==> src/rtl/swirq_pkg.sv <==
package swirq_pkg;

  // True when a byte offset is word aligned and names a slot below nharts.
  function automatic logic slot_in_range(input logic [31:0] off, input int unsigned nharts);
    return (off[1:0] == 2'b00) && ({2'b00, off[31:2]} < 32'(nharts));
  endfunction

  // True when a byte offset names exactly hart h.
  function automatic logic slot_is(input logic [31:0] off, input int unsigned h);
    return (off[1:0] == 2'b00) && ({2'b00, off[31:2]} == 32'(h));
  endfunction

endpackage

==> src/rtl/swirq_decode.sv <==
module swirq_decode #(
  parameter int NUM_HARTS = 4,
  parameter int ADDR_W    = 8
) (
  input  logic                 clk,
  input  logic                 rst_n,
  input  logic                 sel,
  input  logic                 we,
  input  logic [ADDR_W-1:0]    addr,
  input  logic                 wr_bit,
  output logic [NUM_HARTS-1:0] slot_hit,
  output logic [NUM_HARTS-1:0] set_req,
  output logic [NUM_HARTS-1:0] wclr_req
);
  import swirq_pkg::*;

  logic [31:0] off;
  assign off = 32'(addr);

  for (genvar h = 0; h < NUM_HARTS; h++) begin : g_slot
    assign slot_hit[h] = sel && slot_is(off, h);
  end

  assign set_req  = slot_hit & {NUM_HARTS{we &  wr_bit}};
  assign wclr_req = slot_hit & {NUM_HARTS{we & ~wr_bit}};


  onehot_slot_chk: assert property (@(posedge clk) disable iff (!rst_n)
    $onehot0(slot_hit));


  out_of_range_chk: assert property (@(posedge clk) disable iff (!rst_n)
    !slot_in_range(off, NUM_HARTS) |-> (slot_hit == '0));
endmodule

==> src/rtl/swirq_pending.sv <==
module swirq_pending #(
  parameter int NUM_HARTS       = 4,
  parameter bit SUPERVISOR_MODE = 1'b0
) (
  input  logic                 clk,
  input  logic                 rst_n,
  input  logic [NUM_HARTS-1:0] set_req,
  input  logic [NUM_HARTS-1:0] wclr_req,
  input  logic [NUM_HARTS-1:0] hart_clr,
  output logic [NUM_HARTS-1:0] pend
);
  logic [NUM_HARTS-1:0] clr_eff;

  assign clr_eff = SUPERVISOR_MODE ? hart_clr : wclr_req;

  for (genvar h = 0; h < NUM_HARTS; h++) begin : g_bit
    always_ff @(posedge clk or negedge rst_n) begin
      if (!rst_n)          pend[h] <= 1'b0;
      else if (set_req[h]) pend[h] <= 1'b1;
      else if (clr_eff[h]) pend[h] <= 1'b0;
    end


    set_rise_chk: assert property (@(posedge clk) disable iff (!rst_n)
      set_req[h] |=> pend[h]);


    clear_fall_chk: assert property (@(posedge clk) disable iff (!rst_n)
      (clr_eff[h] && !set_req[h]) |=> !pend[h]);


    idle_hold_chk: assert property (@(posedge clk) disable iff (!rst_n)
      (!set_req[h] && !clr_eff[h]) |=> $stable(pend[h]));

    if (SUPERVISOR_MODE) begin : g_sup

      set_beats_clr_chk: assert property (@(posedge clk) disable iff (!rst_n)
        (set_req[h] && hart_clr[h]) |=> pend[h]);
    end else begin : g_mach

      clr_pin_ignored_chk: assert property (@(posedge clk) disable iff (!rst_n)
        (hart_clr[h] && !set_req[h] && !wclr_req[h]) |=> $stable(pend[h]));
    end
  end
endmodule

==> src/rtl/swirq_readmux.sv <==
module swirq_readmux #(
  parameter int NUM_HARTS       = 4,
  parameter bit SUPERVISOR_MODE = 1'b0
) (
  input  logic                 clk,
  input  logic                 rst_n,
  input  logic                 rd_en,
  input  logic [NUM_HARTS-1:0] slot_hit,
  input  logic [NUM_HARTS-1:0] pend,
  output logic [31:0]          rdata
);
  logic rd_bit;

  assign rd_bit = rd_en && (|(slot_hit & pend));
  assign rdata  = SUPERVISOR_MODE ? 32'h0 : {31'h0, rd_bit};


  upper_zero_chk: assert property (@(posedge clk) disable iff (!rst_n)
    rdata[31:1] == 31'h0);


  no_slot_zero_chk: assert property (@(posedge clk) disable iff (!rst_n)
    (slot_hit == '0) |-> (rdata == 32'h0));
endmodule

==> src/rtl/swirq_unit.sv <==
module swirq_unit #(
  parameter int NUM_HARTS       = 4,
  parameter int ADDR_W          = 8,
  parameter bit SUPERVISOR_MODE = 1'b0
) (
  input  logic                 clk,
  input  logic                 rst_n,
  input  logic                 bus_sel,
  input  logic                 bus_we,
  input  logic [ADDR_W-1:0]    bus_addr,
  input  logic [31:0]          bus_wdata,
  output logic [31:0]          bus_rdata,
  input  logic [NUM_HARTS-1:0] hart_clr,
  output logic [NUM_HARTS-1:0] swi_irq
);
  logic [NUM_HARTS-1:0] slot_hit;
  logic [NUM_HARTS-1:0] set_req;
  logic [NUM_HARTS-1:0] wclr_req;
  logic [NUM_HARTS-1:0] pend;
  logic [30:0]          wdata_unused;

  assign wdata_unused = bus_wdata[31:1];

  swirq_decode #(.NUM_HARTS(NUM_HARTS), .ADDR_W(ADDR_W)) u_dec (
    .clk(clk), .rst_n(rst_n), .sel(bus_sel), .we(bus_we), .addr(bus_addr),
    .wr_bit(bus_wdata[0]), .slot_hit(slot_hit), .set_req(set_req), .wclr_req(wclr_req)
  );

  swirq_pending #(.NUM_HARTS(NUM_HARTS), .SUPERVISOR_MODE(SUPERVISOR_MODE)) u_pend (
    .clk(clk), .rst_n(rst_n), .set_req(set_req), .wclr_req(wclr_req),
    .hart_clr(hart_clr), .pend(pend)
  );

  swirq_readmux #(.NUM_HARTS(NUM_HARTS), .SUPERVISOR_MODE(SUPERVISOR_MODE)) u_rd (
    .clk(clk), .rst_n(rst_n), .rd_en(!bus_we), .slot_hit(slot_hit),
    .pend(pend), .rdata(bus_rdata)
  );

  assign swi_irq = pend;


  reset_quiet_chk: assert property (@(posedge clk) !rst_n |-> (swi_irq == '0));


  sup_read_zero_chk: assert property (@(posedge clk) disable iff (!rst_n)
    SUPERVISOR_MODE |-> (bus_rdata == 32'h0));
endmodule

==> config.mk <==
export PLATFORM = sky130hd
export DESIGN_NAME = swirq_unit
export DESIGN_NICKNAME = d
export VERILOG_FILES = /design/src/rtl/swirq_pkg.sv /design/src/rtl/swirq_decode.sv /design/src/rtl/swirq_pending.sv /design/src/rtl/swirq_readmux.sv /design/src/rtl/swirq_unit.sv
export SDC_FILE = /design/constraint.sdc
export NUM_CORES = 1
export LEC_CHECK = 0
export BUFFER_PORTS_ARGS = -buffer_cell sky130_fd_sc_hd__buf_4
export CORE_MARGIN = 2
export CORE_UTILIZATION = 29
export CTS_CLUSTER_DIAMETER = 30
export DETAILED_ROUTE_END_ITERATION = 10
export PLACE_DENSITY = 0.92
export SETUP_SLACK_MARGIN = 0.15
export SYNTH_ARGS = -nofsm -noshare
export SYNTH_HDL_FRONTEND = slang
export SYNTH_SLANG_ARGS = --single-unit
==> constraint.sdc <==
create_clock -name clk -period 2.3 [get_ports clk]
set_input_delay 0.23 -clock clk [delete_from_list [all_inputs] [get_ports clk]]
set_output_delay 0.23 -clock clk [all_outputs]
set_load 0.03 [all_outputs]
==> key figures <==
Status
  – Run status: finished clean

Routing
  – WL final: 728 um
  – Antenna Nets Post-Route: 0
  – Router iterations before antenna repair: 2
  – Initial DRC count: 12
  – Remaining DRCs: 0
  – Avg Vias per Cell: 3.826
  – Post-DR wirelength/cell: 8.465 um
  – Via count: 329

Global routing
  – Gr ovfl total: 0
  – Antenna violations before repair: 0
  – Vias in the first global route: 242
  – First-pass GRT wire length: 938 um
  – Largest net degree at the start of global routing: 6
  – Gr usage total: 6.760%

Yosys
  – Synthesized area: 494.2 um2
  – Seq cells post-synth: 4
  – Synth area leaders: buf_4, dfrtp_1, mux2_1, mux4_2, nor4_4
  – Yosys top cell by area: buf_4
  – Mapped Cells: 51
  – Share of the synthesized area in the top cell type: 48.61%
  – Synth Area per Inst: 9.691 um2
  – Synth unique cells: 14
  – Synth Warn #: 0
  – Sequential-to-total area share from yosys stat: 20.25%

Floorplan
  – Die Y-Extent: 45.28 um
  – Core area: 1559 um2
  – # IOs: 84
  – Die W: 45.28 um
  – Die ar.: 2050 um2
  – Core Rows: 14
  – Starting density of the core: 31.70%

STA
  – Setup Skew: 0 ps
  – FMAX: 0.5911 GHz
  – Crit share post-route: 73.55%
  – Final TNS setup: 0 ps
  – Final Max Tran Viols: 0
  – Fin Hold WS: 246.8 ps
  – Minimum clock period: 1692 ps
  – RSZ-0062 raised after global routing: no
  – Final setup viols: 0
  – Number of failing hold endpoints at the final stage: 0

Finish
  – Area of the multi-input gates: 266.5 um2
  – Layout net count: 120
  – Fraction of layout cells with a size suffix above 1: 35.71%
  – Commonest non-fill, non-tap cell in the layout: conb_1
  – Largest regs: u_pend.pend (4)
  – Commonest non-fill, non-tap cells in the layout: conb_1, buf_4, dfrtp_1, mux2_1, clkbuf_4
  – Area Overhead vs Synth: 10.63%
  – Largest Register: u_pend.pend
  – Reg area: 100.1 um2
  – Diode count: 0
  – Fillers: 159
  – Largest register FFs: 4

Placed design
  – PortBufs: 17
  – Placer Congestion: 0.8041
  – Hpwl dp: 650.3 um

CTS
  – H-tree levels: 1
  – Sink Count: 4
  – Clock Latency Late Sink: 230 ps
  – Worst-path clk slew: 40 ps
  – Post CTS Setup Buffer Count: 0
  – Post-CTS resize count: 0
  – Num CTS Buffers: 3
  – Hold buffers post-CTS: 1
  – CTS max path bufs: 2
  – Root Driver: clkbuf_4
  – CTS tree: built

Setup path
  – Flop-to-flop setup slack: 1480 ps
  – Crit path cell chain: mux4_2 > and3_2 > buf_4
  – Largest stage delay, worst path: 460 ps
  – Worst path bufs/invs: 1
  – Worst path slowest cell: mux4_2
  – CP Max Fanout: 3
  – CP Class: flip-flop to output port
  – Worst Setup Start Kind: flip-flop
  – Worst setup EP type: output port
  – CP top delay family: multiplexers
  – CP arrival: 1460 ps
  – Req. time, crit path: 2070 ps

Power
  – Worst VDD drop: 0.1596 mV
  – Comb pwr share: 39.4%
  – Internal: 0.1527 mW
  – NetSw: 0.1103 mW
  – Switching Share: 41.93%
  – Leak: 0.3078 nW
  – Pwr per Cell Area: 481.0 nW/um2
  – Clk pwr share: 32.4%
  – Sequential Power Share: 28.2%

Job
  – Max-cap violations: 0

Worst hold path
  – Min-Delay Path Class: primary input to flip-flop
[metal layers]
layer | GRT usage [%] | share of wire [%]
met5 | 0 | 0
met4 | 5.294 | 0
met3 | 2.800 | 15
met2 | 12.86 | 54
met1 | 5.147 | 30
[cell families after synthesis]
group	synth area share [%]
buffers and inverters	48.61
flip-flops	20.25
multiplexers	13.67
other	0.7588
AND/OR/NAND/NOR	16.71
[Yosys cell counts]
| library cell | n |
|---|---|
| buf_4 | 32 |
| dfrtp_1 | 4 |
| mux2_1 | 3 |
| nand4b_1 | 2 |
| and3_2 | 1 |
| and4bb_2 | 1 |
| conb_1 | 1 |
| mux2_2 | 1 |
| mux4_2 | 1 |
| nand3_1 | 1 |
| nand4_1 | 1 |
| nor2_1 | 1 |
| nor4_4 | 1 |
| nor4b_1 | 1 |
[power by group through the flow]
stage | Clock, mW | Combinational, mW | Sequential [mW]
after floorplan | 0 | 0.113 | 0.0785
after global placement | 0 | 0.100 | 0.0749
after detailed placement | 0 | 0.102 | 0.0751
after CTS | 0.0905 | 0.103 | 0.0742
after global routing | 0.0936 | 0.110 | 0.0744
final | 0.0851 | 0.104 | 0.0743
[final timing paths]
check	start	end	cells past startpoint
min in group asynchronous	rst_n	u_pend.pend[3]	2
setup / recovery	u_pend.pend[3]	bus_rdata[0]	3
max in group asynchronous	rst_n	u_pend.pend[0]	2
hold / removal	bus_wdata[0]	u_pend.pend[2]	2
hold reg to reg	u_pend.pend[1]	u_pend.pend[1]	1
setup reg to reg	u_pend.pend[3]	u_pend.pend[3]	1
[stage by stage]
| stage | worst slack [ps] | cell area, um2 | std cells | util, % | power [mW] |
|---|---|---|---|---|---|
| after floorplan | 744.0 | 606.8 | 81 | - | 0.1918 |
| after global placement | 865.1 | 514.2 | 82 | 32.99 | 0.1753 |
| after detailed placement | 847.6 | 514.2 | 82 | 32.99 | 0.1767 |
| after CTS | 593.1 | 546.8 | 86 | 35.07 | 0.2677 |
| after global routing | 577.8 | 546.8 | 86 | 35.07 | 0.2780 |
| final | 608.3 | 546.8 | 86 | 35.07 | 0.2630 |
[layout make-up]
class / count / area share [%]
clock buffer: 3 / 4.119
multi-input combinational: 45 / 48.74
sequential: 4 / 18.31
tap: 16 / 3.661
timing repair buffer: 18 / 25.17
Note: power is estimated with default switching activity, not from simulation.
